<file path="config.mk">
export PLATFORM = sky130hd
export DESIGN_NAME = addr_io_port
export DESIGN_NICKNAME = d
export VERILOG_FILES = /design/src/rtl/portio_pkg.sv /design/src/rtl/portio_sync.sv /design/src/rtl/portio_regs.sv /design/src/rtl/portio_pinmux.sv /design/src/rtl/addr_io_port.sv
export SDC_FILE = /design/constraint.sdc
export NUM_CORES = 1
export LEC_CHECK = 0
export ABC_CLOCK_PERIOD_IN_PS = 900
export BUFFER_PORTS_ARGS = -buffer_cell sky130_fd_sc_hd__buf_2
export CAP_MARGIN = 15
export CORE_MARGIN = 2
export CORE_UTILIZATION = 46
export CTS_CLUSTER_SIZE = 40
export DETAILED_ROUTE_END_ITERATION = 8
export GPL_TIMING_DRIVEN = 0
export PLACE_DENSITY = 0.76
export SYNTH_ARGS = -nofsm -noshare
export SYNTH_HDL_FRONTEND = slang
export SYNTH_SLANG_ARGS = --single-unit
</file>
<file path="constraint.sdc">
create_clock -name clk -period 0.9 [get_ports clk]
set_input_delay 0 -clock clk [delete_from_list [all_inputs] [get_ports clk]]
set_output_delay 0 -clock clk [all_outputs]
set_load 0.005 [all_outputs]
</file>
<file path="src/rtl/portio_pkg.sv">
package portio_pkg;
  localparam int unsigned PIN_W  = 8;
  localparam int unsigned ADDR_W = 16;
  localparam int unsigned MODE_W = 3;

  localparam logic [ADDR_W-1:0] A_DIR  = 16'hFEBA;
  localparam logic [ADDR_W-1:0] A_DATA = 16'hFF6A;
  localparam logic [ADDR_W-1:0] A_PINS = 16'hFF5A;
  localparam logic [ADDR_W-1:0] A_PULL = 16'hFF71;

  localparam logic [PIN_W-1:0] DIR_READ_VAL = '1;

  typedef enum logic [1:0] {
    PC_ALL_ADDR = 2'd0,
    PC_DIR_ADDR = 2'd1,
    PC_GPIO     = 2'd2
  } pin_class_e;

  function automatic pin_class_e mode_class(input logic [MODE_W-1:0] m);
    case (m)
      3'd1, 3'd4, 3'd5: mode_class = PC_ALL_ADDR;
      3'd2, 3'd6:       mode_class = PC_DIR_ADDR;
      default:          mode_class = PC_GPIO;
    endcase
  endfunction
endpackage

</file>
<file path="src/rtl/portio_sync.sv">
module portio_sync #(
  parameter int unsigned WIDTH  = 8,
  parameter int unsigned STAGES = 2
) (
  input  logic             clk,
  input  logic             por_n,
  input  logic [WIDTH-1:0] d,
  output logic [WIDTH-1:0] q
);
  logic [WIDTH-1:0] chain [STAGES];

  always_ff @(posedge clk or negedge por_n) begin
    if (!por_n) chain[0] <= '0;
    else        chain[0] <= d;
  end

  for (genvar s = 1; s < STAGES; s++) begin : g_stage
    always_ff @(posedge clk or negedge por_n) begin
      if (!por_n) chain[s] <= '0;
      else        chain[s] <= chain[s-1];
    end
  end

  assign q = chain[STAGES-1];
endmodule

</file>
<file path="src/rtl/portio_regs.sv">
module portio_regs
  import portio_pkg::*;
#(
  parameter int unsigned W  = PIN_W,
  parameter int unsigned AW = ADDR_W
) (
  input  logic          clk,
  input  logic          por_n,
  input  logic          mrst_n,
  input  logic          hw_stby,
  input  logic          sw_stby,
  input  logic [AW-1:0] bus_addr,
  input  logic          bus_wr,
  input  logic          bus_rd,
  input  logic [W-1:0]  bus_wdata,
  input  logic [W-1:0]  pin_sync,
  output logic [W-1:0]  bus_rdata,
  output logic [W-1:0]  dir_q,
  output logic [W-1:0]  dat_q,
  output logic [W-1:0]  pull_q
);
  logic wr_ok;
  assign wr_ok = bus_wr && mrst_n && !hw_stby && !sw_stby;

  always_ff @(posedge clk or negedge por_n) begin
    if (!por_n) begin
      dir_q <= '0;
    end else if (hw_stby) begin
      dir_q <= '0;
    end else if (wr_ok && bus_addr == A_DIR) begin
      dir_q <= bus_wdata;
    end
  end

  always_ff @(posedge clk or negedge por_n) begin
    if (!por_n) begin
      dat_q  <= '0;
      pull_q <= '0;
    end else if (hw_stby || !mrst_n) begin
      dat_q  <= '0;
      pull_q <= '0;
    end else if (wr_ok) begin
      if (bus_addr == A_DATA) dat_q  <= bus_wdata;
      if (bus_addr == A_PULL) pull_q <= bus_wdata;
    end
  end

  always_ff @(posedge clk or negedge por_n) begin
    if (!por_n) begin
      bus_rdata <= '0;
    end else if (bus_rd) begin
      case (bus_addr)
        A_DIR:   bus_rdata <= DIR_READ_VAL;
        A_DATA:  bus_rdata <= dat_q;
        A_PINS:  bus_rdata <= pin_sync;
        A_PULL:  bus_rdata <= pull_q;
        default: bus_rdata <= '0;
      endcase
    end
  end

  AST_DIR_READ_FIXED: assert property (@(posedge clk) disable iff (!por_n)
    (bus_rd && bus_addr == A_DIR) |=> bus_rdata == DIR_READ_VAL);

  AST_HW_STBY_CLEARS: assert property (@(posedge clk) disable iff (!por_n)
    hw_stby |=> (dir_q == '0 && dat_q == '0 && pull_q == '0));

  AST_MRST_KEEPS_DIR: assert property (@(posedge clk) disable iff (!por_n)
    (!mrst_n && !hw_stby) |=> (dir_q == $past(dir_q) && dat_q == '0));

  AST_SW_STBY_FREEZE: assert property (@(posedge clk) disable iff (!por_n)
    (sw_stby && mrst_n && !hw_stby) |=> (dir_q == $past(dir_q) && dat_q == $past(dat_q) && pull_q == $past(pull_q)));
endmodule

</file>
<file path="src/rtl/portio_pinmux.sv">
module portio_pinmux
  import portio_pkg::*;
#(
  parameter int unsigned W  = PIN_W,
  parameter int unsigned MW = MODE_W
) (
  input  logic          clk,
  input  logic          por_n,
  input  logic          hw_stby,
  input  logic          sw_stby,
  input  logic          addr_hold,
  input  logic [MW-1:0] op_mode,
  input  logic [W-1:0]  dir_q,
  input  logic [W-1:0]  dat_q,
  input  logic [W-1:0]  pull_q,
  input  logic [W-1:0]  addr_out,
  output logic [W-1:0]  pin_out,
  output logic [W-1:0]  pin_oe,
  output logic [W-1:0]  pin_pu
);
  pin_class_e cls;
  logic [W-1:0] addr_keep;
  logic [W-1:0] is_addr, is_gpio;

  assign cls = mode_class(op_mode);

  always_ff @(posedge clk or negedge por_n) begin
    if (!por_n)        addr_keep <= '0;
    else if (!sw_stby) addr_keep <= addr_out;
  end

  for (genvar i = 0; i < W; i++) begin : g_pin
    logic addr_val, addr_en;
    assign is_addr[i] = (cls == PC_ALL_ADDR) || (cls == PC_DIR_ADDR && dir_q[i]);
    assign is_gpio[i] = (cls == PC_GPIO) && dir_q[i];
    assign addr_val   = sw_stby ? addr_keep[i] : addr_out[i];
    assign addr_en    = !sw_stby || addr_hold;

    always_comb begin
      pin_oe[i]  = 1'b0;
      pin_out[i] = 1'b0;
      if (!hw_stby) begin
        if (is_addr[i] && addr_en) begin
          pin_oe[i]  = 1'b1;
          pin_out[i] = addr_val;
        end else if (is_gpio[i]) begin
          pin_oe[i]  = 1'b1;
          pin_out[i] = dat_q[i];
        end
      end
      pin_pu[i] = pull_q[i] && !is_addr[i] && !is_gpio[i];
    end
  end

  AST_HW_STBY_NO_DRIVE: assert property (@(posedge clk) disable iff (!por_n)
    hw_stby |-> pin_oe == '0);

  AST_ALL_ADDR_MODE: assert property (@(posedge clk) disable iff (!por_n)
    (!hw_stby && !sw_stby && (op_mode == 3'd1 || op_mode == 3'd4 || op_mode == 3'd5))
      |-> (pin_oe == '1 && pin_out == addr_out));

  AST_SW_STBY_HOLD: assert property (@(posedge clk) disable iff (!por_n)
    (!hw_stby && sw_stby && $past(sw_stby) && addr_hold && $stable(op_mode) && $stable(dir_q))
      |-> $stable(pin_out & is_addr));

  AST_SW_STBY_FLOAT: assert property (@(posedge clk) disable iff (!por_n)
    (sw_stby && !addr_hold && op_mode == 3'd1) |-> pin_oe == '0);

  AST_PU_NOT_DRIVING: assert property (@(posedge clk) disable iff (!por_n)
    (pin_pu & pin_oe) == '0);

  AST_IDLE_OUT_LOW: assert property (@(posedge clk) disable iff (!por_n)
    (pin_out & ~pin_oe) == '0);
endmodule

</file>
<file path="src/rtl/addr_io_port.sv">
module addr_io_port
  import portio_pkg::*;
#(
  parameter int unsigned W          = PIN_W,
  parameter int unsigned AW         = ADDR_W,
  parameter int unsigned MW         = MODE_W,
  parameter int unsigned SYNC_STAGE = 2
) (
  input  logic          clk,
  input  logic          por_n,
  input  logic          mrst_n,
  input  logic          hw_stby,
  input  logic          sw_stby,
  input  logic          addr_hold,
  input  logic [MW-1:0] op_mode,
  input  logic [AW-1:0] bus_addr,
  input  logic          bus_wr,
  input  logic          bus_rd,
  input  logic [W-1:0]  bus_wdata,
  output logic [W-1:0]  bus_rdata,
  input  logic [W-1:0]  addr_out,
  input  logic [W-1:0]  pin_in,
  output logic [W-1:0]  pin_out,
  output logic [W-1:0]  pin_oe,
  output logic [W-1:0]  pin_pu
);
  logic [W-1:0] pin_sync, dir_q, dat_q, pull_q;

  portio_sync #(.WIDTH(W), .STAGES(SYNC_STAGE)) u_sync (
    .clk(clk), .por_n(por_n), .d(pin_in), .q(pin_sync)
  );

  portio_regs #(.W(W), .AW(AW)) u_regs (
    .clk(clk), .por_n(por_n), .mrst_n(mrst_n), .hw_stby(hw_stby),
    .sw_stby(sw_stby), .bus_addr(bus_addr), .bus_wr(bus_wr),
    .bus_rd(bus_rd), .bus_wdata(bus_wdata), .pin_sync(pin_sync),
    .bus_rdata(bus_rdata), .dir_q(dir_q), .dat_q(dat_q), .pull_q(pull_q)
  );

  portio_pinmux #(.W(W), .MW(MW)) u_mux (
    .clk(clk), .por_n(por_n), .hw_stby(hw_stby), .sw_stby(sw_stby),
    .addr_hold(addr_hold), .op_mode(op_mode), .dir_q(dir_q),
    .dat_q(dat_q), .pull_q(pull_q), .addr_out(addr_out),
    .pin_out(pin_out), .pin_oe(pin_oe), .pin_pu(pin_pu)
  );

  AST_WRITE_ACCEPTED: assert property (@(posedge clk) disable iff (!por_n)
    (bus_wr && mrst_n && !hw_stby && !sw_stby && bus_addr == A_DATA) |=> dat_q == $past(bus_wdata));
endmodule

</file>
==> reports/qor.csv <==
stage,metric,value,unit
timing,hold_viol_final,8,
logic_synthesis,synth_compound_area_share,11.67,%
timing,fin_skew,0.007822,ns
placement,place.gp.congestion,0.8163,
logic_synthesis,muxShareOfSynthArea,14.62,%
timing,hold_ws,-0.06196,ns
floorplanning,dieHeight,80.19,um
critical_path,endpoint,pin_out[0],
critical_path,max_stage_delay,0.38,ns
floorplanning,core,0.005540,mm^2
logic_synthesis,synth_seq_cells,56,
hold_path,hold_path_class,input port to flip-flop,
power,p_total,4.812,mW
logic_synthesis,synth_area_per_cell,10.60,um^2
global_routing,grt_max_degree,31,
logic_synthesis,netlist.area_leader.share,52.48,%
critical_path,critPathLaunchType,flip-flop,
logic_synthesis,synthSimpleGateAreaFrac,16.54,%
logic_synthesis,yosys-top-cells-area,"dfrtp_1 52%, mux2i_1 11%, mux2_2 3.4%, nor2_1 3.2%, nand2_1 3.1%",
logic_synthesis,synthFlopType,dfrtp_1,
floorplanning,die_x,80.19,um
flow_run,maxCapViolations,0,
placement,placed_cell_area,0.003223,mm^2
cts,clk-insertion-delay-late,0.31,ns
layout,mostFrequentLayoutCells,"69 x buf_2, 56 x dfrtp_1, 28 x mux2i_1",
timing,drv_slew,0,
logic_synthesis,synth_nets,303,
global_routing,grt_pass1_wl,10560,um
critical_path,crit_path_start,u_mux.addr_keep[0],
status,violations,"hold timing, setup timing",
timing,max_freq,0.7514,GHz
layout,design_area,0.003945,mm^2
timing,final.period_utilization,147.9,%
logic_synthesis,yosys_warnings,0,
cts,cts_tree,built,
drt,wire_per_inst,15.84,um
cts,clock-sinks,56,
logic_synthesis,postSynth.asyncResetShare,100.0,%
global_routing,track_usage,21.55,%
critical_path,r2r_slack,-0.13,ns
cts,cts.path.max_buffers,2,
drt,drt_iter0_markers,165,
critical_path,worstSetupPathType,flip-flop to output pin,
layout,instances_no_fill,441,
status,status,"finished, violations left",
placement,io_buffer_count,80,
logic_synthesis,netlist_area,0.002670,mm^2
timing,worstMarginPinSlew,0.4629,ns
cts,htreeDepth,2,
layout,syn_to_final_growth,47.75,%
floorplanning,io_pins,83,
layout,mostFrequentLayoutCell,buf_2,
timing,period_needed,1.331,ns
critical_path,cp_slowest_cell,dfrtp_1,
logic_synthesis,synth-xor-area-share,0,%
critical_path,rr_endpoint,u_regs.bus_rdata[6],
critical_path,r2r_start,u_regs.dat_q[6],
floorplanning,die-area,0.006430,mm^2
logic_synthesis,synthAdderAreaFrac,0,%
critical_path,crit_arrival,1.33,ns
floorplanning,fp-row-count,27,
drt,postRouteAntennaNets,0,
critical_path,required,0.90,ns
global_routing,grt_pass1_vias,2190,
timing,fin_ws,-0.4309,ns
cts,cts_buffers,5,
drt,drt-total-wl,6986,um
timing,max-slew-margin-rel,69.14,%
cts,cts_hold_buf,18,
layout,drive_gt1_share,44.72,%
placement,placed_cells,405,
critical_path,end_kind,output pin,
critical_path,ff2ff_path_depth,3,
logic_synthesis,yosys.area.top_type,dfrtp_1,
timing,final.setup.tns,-6.720,ns
layout,num_antenna_cells,0,
layout,fillCellCount,408,
logic_synthesis,synth_seq_area_share,52.48,%
logic_synthesis,synth_top_family_by_area,simple AND/OR/NAND/NOR gates,
critical_path,crit_fanout,2,
critical_path,path_cells,mux2_4 -> o21ai_2 -> o22a_1 -> nor2_1 -> buf_2,
power,total_leakage_power,2.039,nW
placement,hpwl,4650,um
logic_synthesis,synth_edf_count,0,
logic_synthesis,synthCells,252,
cts,cts_root_buf,clkbuf_8,
cts,clk_pin_slew_worst_paths,0.10,ns
global_routing,antenna_found_initial,0,
layout,nets,419,
drt,via_per_inst,5.166,
timing,rsz0062_at_grt,yes,
floorplanning,start_util,48.19,%
drt,route.vias.total,2278,
global_routing,grt_overflow,0,
drt,firstDrtPassIters,4,
drt,route.detailed.drc,0,
logic_synthesis,synth_cell_types,38,
timing,setup_viol,38,
power,irDropWorstVdd,0.6889,mV
hold_path,min-delay-start,addr_out[3],
power,power.density,1220,mW/mm^2
==> worst min-delay path by stage <==
stage               depth (start not counted)                  to
floorplan                                   0  u_mux.addr_keep[0]
global placement                            1    u_sync.chain[10]
detailed placement                          1    u_regs.pull_q[4]
CTS                                         2  u_mux.addr_keep[7]
global route                                2  u_mux.addr_keep[3]
finish                                      2  u_mux.addr_keep[3]
==> synth_stat cells, types with 2 or more instances <==
cell	number
and3_2	2
nand2b_1	8
a21oi_1	9
a22o_1	8
and2_1	8
mux2_2	8
buf_2	4
o21ai_0	3
dfrtp_1	56
mux2i_1	30
o22a_1	3
nor2_1	23
inv_1	19
nor3_1	7
nand2_1	22
o22ai_1	8
nor2b_1	2
clkbuf_1	5
a2bb2oi_1	8
==> per-stage QoR <==
step	setup WS, ns	util [%]
3_3_place_gp	-0.5276	57.81
4_1_cts	-0.4525	66.89
3_5_place_dp	-0.5639	58.18
6_report	-0.4309	71.21
2_1_floorplan	-0.1902	-
5_1_grt	-0.4817	71.21
==> timing repair <==
item                                    in CTS  in global routing
endpoints found under the hold margin       69                  8
endpoints found under the setup margin      56                 83
buffers inserted                             6                  7
pin swaps                                   16                 22
gates cloned                                 0                  1
gates resized for setup                     41                 43
==> layer usage <==
metal / part of all wire, % / up-vias / GRT usage, % / wire (um)
li1: - / 1097 / - / -
met1: 44 / 1106 / 29.80 / 3090
met2: 50 / 66 / 35.08 / 3480
met3: 4.5 / 9 / 3.483 / 316
met4: 1.4 / 0 / 6.271 / 99
met5: 0 / - / 0 / 0
==> layout make-up <==
class / instances / area, um^2 / area share, %
Inverter: 19 / 73.82 / 1.871
Timing Repair Buffer: 113 / 794.5 / 20.14
Sequential cell: 56 / 1401 / 35.52
Tap cell: 72 / 90.09 / 2.284
Multi-Input combinational cell: 166 / 1434 / 36.35
Clock inverter: 3 / 25.02 / 0.6343
Buffer: 7 / 57.56 / 1.459
Clock buffer: 5 / 68.82 / 1.744
==> registers in the layout (all words and copies together), names as in the netlist <==
| signal | cells |
|---|---|
| u_regs.pull_q | 8 |
| u_sync.q | 8 |
| u_regs.dir_q | 8 |
| u_regs.dat_q | 8 |
| u_sync.chain | 8 |
| u_mux.addr_keep | 8 |
| u_regs.bus_rdata | 8 |
==> critical path, delay by kind of cell (launching register included) <==
kind,cells,cell delay [ns]
and+or+nand+nor,1,0.04
muxes,1,0.27
buffers and inverters,1,0.14
DFF,1,0.38
AOI/OAI and AO/OA,2,0.20
==> cells by family (layout without fill, tap and decap cells) <==
| kind of cell | after synthesis | in the layout |
|---|---|---|
| mux | 38 | 38 |
| buf+inv | 30 | 147 |
| flops | 56 | 56 |
| compound gates | 43 | 43 |
| simple gates | 85 | 85 |
==> power breakdown <==
part / total (mW) / switching (mW) / internal (mW)
registers: 2.60 / 0.0189 / 2.59
logic: 0.790 / 0.383 / 0.406
clock network: 1.42 / 0.849 / 0.569
Power figures use the tool's default switching activity.
